## src/rtl/hyst_mon_pkg.sv

```systemverilog
package hyst_mon_pkg;

  // True when value v lies strictly past level lvl in the given direction.
  function automatic logic hm_beyond(input logic [31:0] v,
                                     input logic [31:0] lvl,
                                     input logic        upward);
    return upward ? (v > lvl) : (v < lvl);
  endfunction

endpackage

```

## src/rtl/hm_cmp.sv

```systemverilog
module hm_cmp #(
  parameter int DATA_W      = 10,
  parameter bit ALARM_BELOW = 1'b1
) (
  input  logic [DATA_W-1:0] smp_val,
  input  logic [DATA_W-1:0] lvl_on,
  input  logic [DATA_W-1:0] lvl_off,
  output logic              hit_on,
  output logic              hit_off
);
  import hyst_mon_pkg::*;

  localparam int EXT_W = 32;

  logic on_up;
  generate
    if (ALARM_BELOW) begin : g_below
      assign on_up = 1'b0;   // alarm when falling below lvl_on
    end else begin : g_above
      assign on_up = 1'b1;   // alarm when rising above lvl_on
    end
  endgenerate

  always_comb begin
    hit_on  = hm_beyond(EXT_W'(smp_val), EXT_W'(lvl_on),  on_up);
    hit_off = hm_beyond(EXT_W'(smp_val), EXT_W'(lvl_off), !on_up);
  end

endmodule

```

## src/rtl/hm_state.sv

```systemverilog
module hm_state (
  input  logic clk,
  input  logic rst_n,
  input  logic eval,
  input  logic hit_on,
  input  logic hit_off,
  output logic alarm_q,
  output logic stat_chg
);

  logic alarm_nxt;

  always_comb begin
    alarm_nxt = alarm_q;
    if (eval) begin
      if (hit_on)       alarm_nxt = 1'b1;
      else if (hit_off) alarm_nxt = 1'b0;
    end
  end

  assign stat_chg = alarm_nxt ^ alarm_q;

  always_ff @(posedge clk or negedge rst_n) begin
    if (!rst_n) alarm_q <= 1'b0;
    else        alarm_q <= alarm_nxt;
  end

  AST_ALARM_ENTER: assert property (@(posedge clk) disable iff (!rst_n)
    (eval && hit_on) |=> alarm_q);
  AST_ALARM_LEAVE: assert property (@(posedge clk) disable iff (!rst_n)
    (eval && hit_off && !hit_on) |=> !alarm_q);
  AST_ALARM_BAND_HOLD: assert property (@(posedge clk) disable iff (!rst_n)
    (eval && !hit_on && !hit_off) |=> $stable(alarm_q));
  AST_ALARM_IDLE_HOLD: assert property (@(posedge clk) disable iff (!rst_n)
    !eval |=> $stable(alarm_q));

endmodule

```

## src/rtl/hm_flag.sv

```systemverilog
module hm_flag (
  input  logic clk,
  input  logic rst_n,
  input  logic stat_chg,
  input  logic flag_clr,
  output logic flag_q
);

  always_ff @(posedge clk or negedge rst_n) begin
    if (!rst_n)        flag_q <= 1'b0;
    else if (stat_chg) flag_q <= 1'b1;
    else if (flag_clr) flag_q <= 1'b0;
  end

  AST_FLAG_ON_CHANGE: assert property (@(posedge clk) disable iff (!rst_n)
    stat_chg |=> flag_q);
  AST_FLAG_NO_SPURIOUS: assert property (@(posedge clk) disable iff (!rst_n)
    (!flag_q && !stat_chg) |=> !flag_q);
  AST_FLAG_STICKY: assert property (@(posedge clk) disable iff (!rst_n)
    (flag_q && !flag_clr) |=> flag_q);
  AST_FLAG_CLEAR: assert property (@(posedge clk) disable iff (!rst_n)
    (flag_clr && !stat_chg) |=> !flag_q);

endmodule

```

## src/rtl/hyst_mon.sv

```systemverilog
module hyst_mon #(
  parameter int DATA_W      = 10,
  parameter bit ALARM_BELOW = 1'b1
) (
  input  logic              clk,
  input  logic              rst_n,
  input  logic              mon_active,
  input  logic              smp_vld,
  input  logic [DATA_W-1:0] smp_val,
  input  logic [DATA_W-1:0] lvl_on,
  input  logic [DATA_W-1:0] lvl_off,
  input  logic              irq_en,
  input  logic              flag_clr,
  output logic              alarm_o,
  output logic              flag_o,
  output logic              irq_o
);

  logic eval;
  logic hit_on;
  logic hit_off;
  logic stat_chg;

  assign eval = mon_active & smp_vld;

  hm_cmp #(.DATA_W(DATA_W), .ALARM_BELOW(ALARM_BELOW)) u_cmp (
    .smp_val (smp_val),
    .lvl_on  (lvl_on),
    .lvl_off (lvl_off),
    .hit_on  (hit_on),
    .hit_off (hit_off)
  );

  hm_state u_state (
    .clk      (clk),
    .rst_n    (rst_n),
    .eval     (eval),
    .hit_on   (hit_on),
    .hit_off  (hit_off),
    .alarm_q  (alarm_o),
    .stat_chg (stat_chg)
  );

  hm_flag u_flag (
    .clk      (clk),
    .rst_n    (rst_n),
    .stat_chg (stat_chg),
    .flag_clr (flag_clr),
    .flag_q   (flag_o)
  );

  assign irq_o = flag_o & irq_en;

  AST_IRQ_NEEDS_ENABLE: assert property (@(posedge clk) disable iff (!rst_n)
    irq_o |-> (irq_en && flag_o));
  AST_LEVELS_DISJOINT: assert property (@(posedge clk) disable iff (!rst_n)
    eval |-> !(hit_on && hit_off));

endmodule

```

## config.mk

```make
export PLATFORM = sky130hd
export DESIGN_NAME = hyst_mon
export DESIGN_NICKNAME = d
export VERILOG_FILES = /design/src/rtl/hyst_mon_pkg.sv /design/src/rtl/hm_cmp.sv /design/src/rtl/hm_state.sv /design/src/rtl/hm_flag.sv /design/src/rtl/hyst_mon.sv
export SDC_FILE = /design/constraint.sdc
export NUM_CORES = 1
export LEC_CHECK = 0
export ABC_CLOCK_PERIOD_IN_PS = 1400
export CORE_MARGIN = 8
export CORE_UTILIZATION = 35
export CTS_CLUSTER_DIAMETER = 50
export CTS_CLUSTER_SIZE = 14
export DETAILED_ROUTE_END_ITERATION = 12
export HOLD_SLACK_MARGIN = 0.06
export PLACE_DENSITY = 0.79
export SYNTH_ARGS = -nofsm -noshare
export SYNTH_HDL_FRONTEND = slang
export SYNTH_SLANG_ARGS = --single-unit
```

## constraint.sdc

```tcl
create_clock -name clk -period 1.4 [get_ports clk]
set_input_delay 0.21 -clock clk [delete_from_list [all_inputs] [get_ports clk]]
set_output_delay 0.21 -clock clk [all_outputs]
set_load 0.05 [all_outputs]
```

**After elaboration in Yosys (flattened, before gate mapping)**

Cells that the tools add are included.

- Bits in registers: 2
- Input bits: 36
- Output and inout bits: 3
- Logic and storage cells: 13

- Magnitude comparators: 2
- Mux-type cells: 5
- Bitwise logic cells: 3
- Reductions and logical operators: 1

Operators with widths:

| cell | count |
|---|---|
| 10-bit greater-than comparator | 1 |
| 10-bit less-than comparator | 1 |
| 1-bit 2-to-1 mux | 5 |
| 1-bit AND | 2 |
| 2-bit nonzero test | 1 |
| 1-bit XOR | 1 |

**Longest topological paths before layout**

Gate-level depths: netlist of run 1.

- Depth after elaboration: 6
- Gate-level depth with buffers: 7

**Cells and area by module**

From an unflattened synthesis of run 1, not the netlist that was laid out.

- Cell total of the unflattened synthesis: 76
- Area, all modules: 585.6 um2

Modules (own cells, without submodules):

| module | times used | cells an instance | area each (um2) |
|---|---|---|---|
| hm_cmp | 1 | 65 | 479.2 |
| hm_state | 1 | 6 | 57.6 |
| hm_flag | 1 | 3 | 36.3 |
| hyst_mon | 1 | 2 | 12.5 |

**Worst setup path after synthesis of run 1**

No wires, ideal clock.

- Kind: input port to flip-flop
- Start: input port lvl_off[7]
- End: register u_flag.flag_q
- Data arrival time: 1.344 ns
- Required time: 1.252 ns
- Slack: -0.093 ns
- Stages: 6
- Cell sequence: inv_1 -> ha_1 -> a211oi_1 -> nor2_1 -> o41ai_1 -> o221ai_1

- Longest elaborated chain between the ends: 6
- Elaborated cells between the ends (all ways): 7
- Classes of those cells: 1 x order compare; 4 x mux; 1 x bitwise; 1 x reduce/logical

Ends and longest elaborated chain:

| item | RTL line | source |
|---|---|---|
| start, declared | hyst_mon.sv:11 | `input logic [DATA_W-1:0] lvl_off,` |
| 10-bit greater-than comparator * | hyst_mon_pkg.sv:7 | `return upward ? (v > lvl) : (v < lvl);` |
| 1-bit 2-to-1 mux * | hm_state.sv:17 | `else if (hit_off) alarm_nxt = 1'b0;` |
| 1-bit 2-to-1 mux * | hm_state.sv:16 | `if (hit_on) alarm_nxt = 1'b1;` |
| 1-bit 2-to-1 mux * | hm_state.sv:15 | `if (eval) begin` |
| 1-bit XOR * | hm_state.sv:21 | `assign stat_chg = alarm_nxt ^ alarm_q;` |
| 1-bit 2-to-1 mux / 2-bit nonzero test (equally long branches) | -- |  |
| end signal, assigned | hm_flag.sv:10 | `if (!rst_n) flag_q <= 1'b0;` |
| end signal, assigned | hm_flag.sv:11 | `else if (stat_chg) flag_q <= 1'b1;` |
| end signal, assigned | hm_flag.sv:12 | `else if (flag_clr) flag_q <= 1'b0;` |
| end, declared | hm_flag.sv:6 | `output logic flag_q` |

Mark *: on every way between the ends. The rest lies on a longest branch, timed or not.
A chain may end at the register's enable or synchronous reset.

**Worst setup path in the final report of run 1**

- Start: input port lvl_off[9]
- End: register u_flag.flag_q

Same word-level chain as after synthesis.

==> metrics.txt, run 1 <==
status=finished, violations left; failing checks=setup timing; ranking of synthesized cells by area=ha_1, inv_1, dfrtp_1; slack of the critical path=-0.0892 ns; pwr dens=528 mW/mm²; Synth async-reset ratio=100%; initial antenna violation count=0; Setup TNS=-0.115 ns; first-pass GRT wire length=3.81 mm; Avg Vias per Cell=5.45; vias in the first global route=886; cell area after layout=~0.0013 mm²; nets=182; Max Clk Rate=0.671 GHz; CTS hold repair buffers=0; post-layout util=between 80% and 90%; CTS tree=yes; M2 GR Usage=27.4%; pin count of the biggest net entering global routing=5; Ys Warns=0; Synth Register Bits=2; Reg power frac=13.3%; post-DP HPWL=1.72 mm; Critical Path Sink Type=flip-flop; Fin. Hold Viols=0; fin crit share=106%; GR Layer Usage met3=4.72%; register area share after synthesis=8.71%; H-tree lvl count=1; crit-path max FO=3; post-route ant nets=0; Total Wirelength=approximately 2.5 mm; Top FF cell, synth=dfrtp_1; CTS Root Cell=clkbuf_4; DP Area=about 0.0011 mm²; CTS Buf Count=3; critical path class=input port to flip-flop; most common cell after layout, fill and taps aside=ha_4; Max VDD drop=0.624 mV; Die Wd=about 57 µm; Slew Limit Fails=0; area share of the largest cell type after synthesis=41.4%; Layout area overhead=125%; DR vias=769; P_leak=0.598 nW; GRT Residual Overflow=0; all-layer global routing usage=13.9%; kind of start point of the critical path=input port; number of detailed-route iterations in the first pass=4; Max-Slew Margin vs Limit=about 73%; Clock power frac=19.1%; core area=about 0.0015 mm²; layout cell share with drive strength beyond 1=61.6%; Cell Rows=14; Syn Std Cell Area=574 µm²; clock sink count=2; internal power=0.000411 W; sequential cell area=50.0 µm²; Final setup viols=2; fin crit period=1.49 ns; # DRC=0; Initial Util=37.7%; multi-input logic area=~720 µm²; most frequent cells in the layout=ha_4, inv_2, dlygate4sd2_1, inv_1, buf_4; post-synth cell types=22; Arr. time, crit path=roughly 1.6 ns; CTS max path bufs=2; die footprint=0.00319 mm²; share of total power in combinational logic=67.6%; synthesized area per cell=7.56 µm²; Hold Crit Class=input port to asynchronous set/reset pin; EDFF count, synth=0; GP Congestion=a little under 0.7; Worst-path clk slew=approximately 0.03 ns; area leader, netlist=ha_1; Die H=56.5 µm; DR WL/cell=approximately 18 µm; switching power total=0.000272 W; Post-Syn Nets=~130; worst clock skew=0.00390 ns; cells after synthesis=76; fillcell total=94; I/O Buffers=38; Starting DRT DRC Count=16; clk_lat worst skew=0.23 ns; Worst-Margin Slew=0.401 ns; RSZ-0062 raised after global routing=yes; pre-CTS WS=-0.624 ns; busiest layer in global routing=met2; Max Cap Violations=0; # IOs=39; diode count=0; total power=0.000683 W; CP Data Required Time=1.48 ns; met1 Use GR=a little over an eighth; Switching Fraction=39.9%
through the flow:
stage / hold slack [ns] / cells
floorplan: -0.0856 / 76
global placement: 0.383 / 134
detailed placement: 0.388 / 134
CTS: 0.151 / 140
global route: 0.156 / 141
finish: 0.148 / 141
Yosys cell counts, types with 2 or more instances:
cell and count:
a211oi_1 2, a21o_1 3, a21oi_1 4, dfrtp_1 2, ha_1 19, inv_1 22, nand4_1 3, nor2_1 4
nor3_1 2, o21ai_0 3
per-layer routing:
layer	vias to the layer above	wire length (µm)
met1	366	941
met5	-	0
li1	371	-
met4	0	6
met2	30	1330
met3	2	203
power groups by stage:
stage / combinational (W) / sequential, W / clock (W)
floorplan: 0.000143 / 0.000120 / 0
global placement: 0.000385 / 0.0000875 / 0
detailed placement: 0.000394 / 0.0000876 / 0
CTS: 0.000431 / 0.0000881 / 0.000130
global route: 0.000493 / 0.0000934 / 0.000146
finish: 0.000462 / 0.0000907 / 0.000130
sequential cells by signal (all words and copies together) (netlist names):
register         cells
u_state.alarm_q      1
u_flag.flag_q        1
critical path, stage by stage:
cell and delay (ns):
dlygate4sd2_1 0.24, inv_2 0.07, ha_4 0.20, nand4_1 0.15, buf_4 0.15, a21oi_2 0.03
o41ai_2 0.34, o221ai_1 0.18
area by class of cell:
cell class / count / area share (%)
Inverter: 22 / 6.39
Tap cell: 16 / 1.55
Multi-Input combinational cell: 52 / 55.5
Clock buffer: 3 / 1.74
Sequential cell: 2 / 3.87
Timing Repair Buffer: 46 / 31.0
cells by family (layout without fill, tap and decap cells):
kind of cell | count (synthesis) | in the layout | share of synthesized area (%)
buf+inv | 22 | 71 | 14.4
simple gates | 14 | 14 | 12.9
compound gates | 19 | 19 | 22.7
fa+ha+maj | 19 | 19 | 41.4
flops | 2 | 2 | 8.71
path summary, 6_finish.rpt:
path | slack, ns | from | cells after the start | to
min in group clk | 0.56 | smp_vld | 6 | u_state.alarm_q
max in group asynchronous | 1.13 | rst_n | 1 | u_state.alarm_q
setup reg to reg | 0.17 | u_state.alarm_q | 2 | u_flag.flag_q
setup / recovery | -0.09 | lvl_off[9] | 8 | u_flag.flag_q
hold / removal | 0.15 | rst_n | 1 | u_flag.flag_q
hold reg to reg | 0.66 | u_state.alarm_q | 1 | u_state.alarm_q
repair_timing:
action	in CTS	in global routing
resized for setup	87	28
setup buffers	3	1
pin swaps	31	20
setup endpoints to repair	2	2
Note: power is estimated with default switching activity, not from simulation.
==> inputs of run 2 (changes only) <==
- REMOVE_ABC_BUFFERS: not set -> 1
==> run 2 against run 1 <==
Compared with the run above: the run now ends clean; total power is 17% higher; register-to-register slack better by 0.03 ns; sequential cell count stayed put; count of clock-buffer cells in the layout did not move; sequential share of layout area fell by 0.31 points; sequential power increased by 3.7%; die area did not move; global-route usage up 2.4 points; via count up 8.7%; design area rose by 8.6%; core utilization grew 7.3 points; critical path type unchanged; largest cell class unchanged.
==> metrics.txt, run 2 (synthesized netlist as in run 1, its figures left out) <==
status=finished clean; diode count=0 (unchanged); Layout Cells excl Fill=137 (-2.8%); critical path class=input port to flip-flop; die footprint=0.00319 mm² (unchanged); H-tree lvl count=1 (unchanged); DP Area=0.00102 mm² (-7.8%); most frequent cells in the layout=inv_2, ha_4, clkbuf_2, buf_6; Max-Slew Margin vs Limit=76.7% (+3.7 points); clock sink count=2 (unchanged); DR vias=836 (+8.7%); initial antenna violation count=0 (unchanged); Max Cap Violations=0 (unchanged); Layout area overhead=144%; worst clock skew=0.000260 ns (-0.00364 ns); crit-path max FO=2 (-1); fin crit period=1.40 ns (-0.0921 ns); CP Data Required Time=1.51 ns (+0.03 ns); CTS Root Cell=clkbuf_4; Starting DRT DRC Count=29 (+13); Final setup viols=0 (-2); biggest regs=u_flag.flag_q: 1 flops, u_state.alarm_q: 1 flops; Cell Rows=14 (unchanged); pwr dens=567 mW/mm² (+7.3%); critical-path cell list=clkdlybuf4s15_2, ha_4, nand4_1, nor3_2, o41ai_4, a21o_1; GP Congestion=0.835 (+21%); pin count of the biggest net entering global routing=5 (unchanged); fillcell total=57 (-39%); first-pass GRT wire length=4.27 mm (+12%); pre-CTS WS=-0.691 ns (-0.0664 ns); DR WL/cell=24.6 µm (+40%); Max Clk Rate=0.716 GHz (+6.6%); Die H=56.5 µm (unchanged); Hold Crit Class=input port to asynchronous set/reset pin; CP max stage delay=0.29 ns (-0.05 ns); WHS=0.151 ns (+0.00271 ns); Slew Limit Fails=0 (unchanged); layout cell share with drive strength beyond 1=75.2% (+14 points); P_leak=0.609 nW (+1.9%); CTS Buf Count=3 (unchanged); Worst-path clk slew=0.04 ns (about the same); # DRC=0 (unchanged); cell area after layout=0.00140 mm² (+8.6%); Total Wirelength=3.37 mm (+36%); vias in the first global route=919 (+3.7%); slowest CP cell=ha_4; post-route ant nets=0 (unchanged); # IOs=39 (unchanged); most common cell after layout, fill and taps aside=inv_2; fin crit share=99.8% (-6.6 points); CTS tree=yes; core area=0.00152 mm² (unchanged); slack of the critical path=0.00285 ns (+0.0921 ns); nets=178 (-2.2%); Arr. time, crit path=1.51 ns (-0.06 ns); number of detailed-route iterations in the first pass=4 (unchanged); Fin. Hold Viols=0 (unchanged); kind of start point of the critical path=input port; Max VDD drop=0.293 mV (-53%); GRT Residual Overflow=0 (unchanged); post-DP HPWL=1.54 mm (-10%); Avg Vias per Cell=6.10 (+12%); clk_lat worst skew=0.23 ns (about the same); I/O Buffers=38 (unchanged); all-layer global routing usage=16.2% (+2.4 points); # placed instances=132 (-1.5%); Initial Util=37.7% (unchanged); Die Wd=56.5 µm (unchanged); Critical Path Sink Type=flip-flop; CTS max path bufs=2 (unchanged); Worst-Margin Slew=0.348 ns (-0.0528 ns)
## run 2: cell types whose count changed in the layout (fill, tap and decap cells not counted), sizes merged
cell	change
clkdlybuf4s50	-1
clkbuf	+4
dlymetal6s2s	+1
buf	-1
dlygate4sd2	-6
clkdlybuf4s15	-1
## run 2: worst paths after layout
check	from	to	slack (ns)	cells after the start
max in group asynchronous	rst_n	u_state.alarm_q	1.12	1
max	smp_val[4]	u_state.alarm_q	0.003	6
max reg2reg	u_state.alarm_q	u_flag.flag_q	0.20	2
min reg2reg	u_flag.flag_q	u_flag.flag_q	0.66	2
min	rst_n	u_flag.flag_q	0.15	1
min in group clk	smp_val[9]	u_flag.flag_q	0.49	4
## run 2: power breakdown
| part | total (W) | leakage [nW] | internal, W | switching, W |
|---|---|---|---|---|
| sequential | 0.0000941 | 0.0239 | 0.0000696 | 0.0000245 |
| clock | 0.000142 | 0.0138 | 0.0000959 | 0.0000463 |
| combinational | 0.000560 | 0.572 | 0.000296 | 0.000263 |
| total | 0.000796 | 0.609 | 0.000462 | 0.000334 |
## run 2: layer usage
metal | GRT usage (%) | part of all wire [%] | vias to the layer above
met2 | 29.3 | 52 | 60
li1 | - | - | 361
met3 | 4.72 | 5.6 | 10
met5 | 0 | 0 | -
met4 | 6.53 | 2.9 | 0
met1 | 16.9 | 39 | 405
## run 2: final cells by class
type	count	area, µm²	share of cell area, %
sequential	2	50.0	3.57
multi-input combinational	52	825	58.7
clock buffer	3	22.5	1.60
tap	16	20.0	1.43
timing repair buffer	42	404	28.8
inverter	22	82.6	5.88
## run 2: worst max-delay path, delay by kind of cell
kind                     cells  cell delay [ns]
AO/OA/AOI/OAI                2             0.32
adder cells (fa/ha/maj)      1             0.29
buffers and inverters        1             0.23
AND/OR/NAND/NOR              2             0.46
## run 2: through the flow
stage               total power, W  utilization (%)  setup TNS, ns
global route              0.000828             92.1        -0.0502
detailed placement        0.000446             66.9          -1.29
finish                    0.000796             92.1              0
global placement          0.000437             66.9          -1.26
CTS                       0.000635             81.6              0
floorplan                 0.000241                -        -0.0946
## run 2: what timing repair did
action,CTS,global route
pin swaps,30,33
buffers inserted,1,1
hold buffers,0,0
setup endpoints to repair,2,2
resized for setup,89,83
==> inputs of run 3 (changes only) <==
- TNS_END_PERCENT: not set -> 30
==> results of run 3 <==
No change in the layout: final DEF, timing and power equal those of run 2.
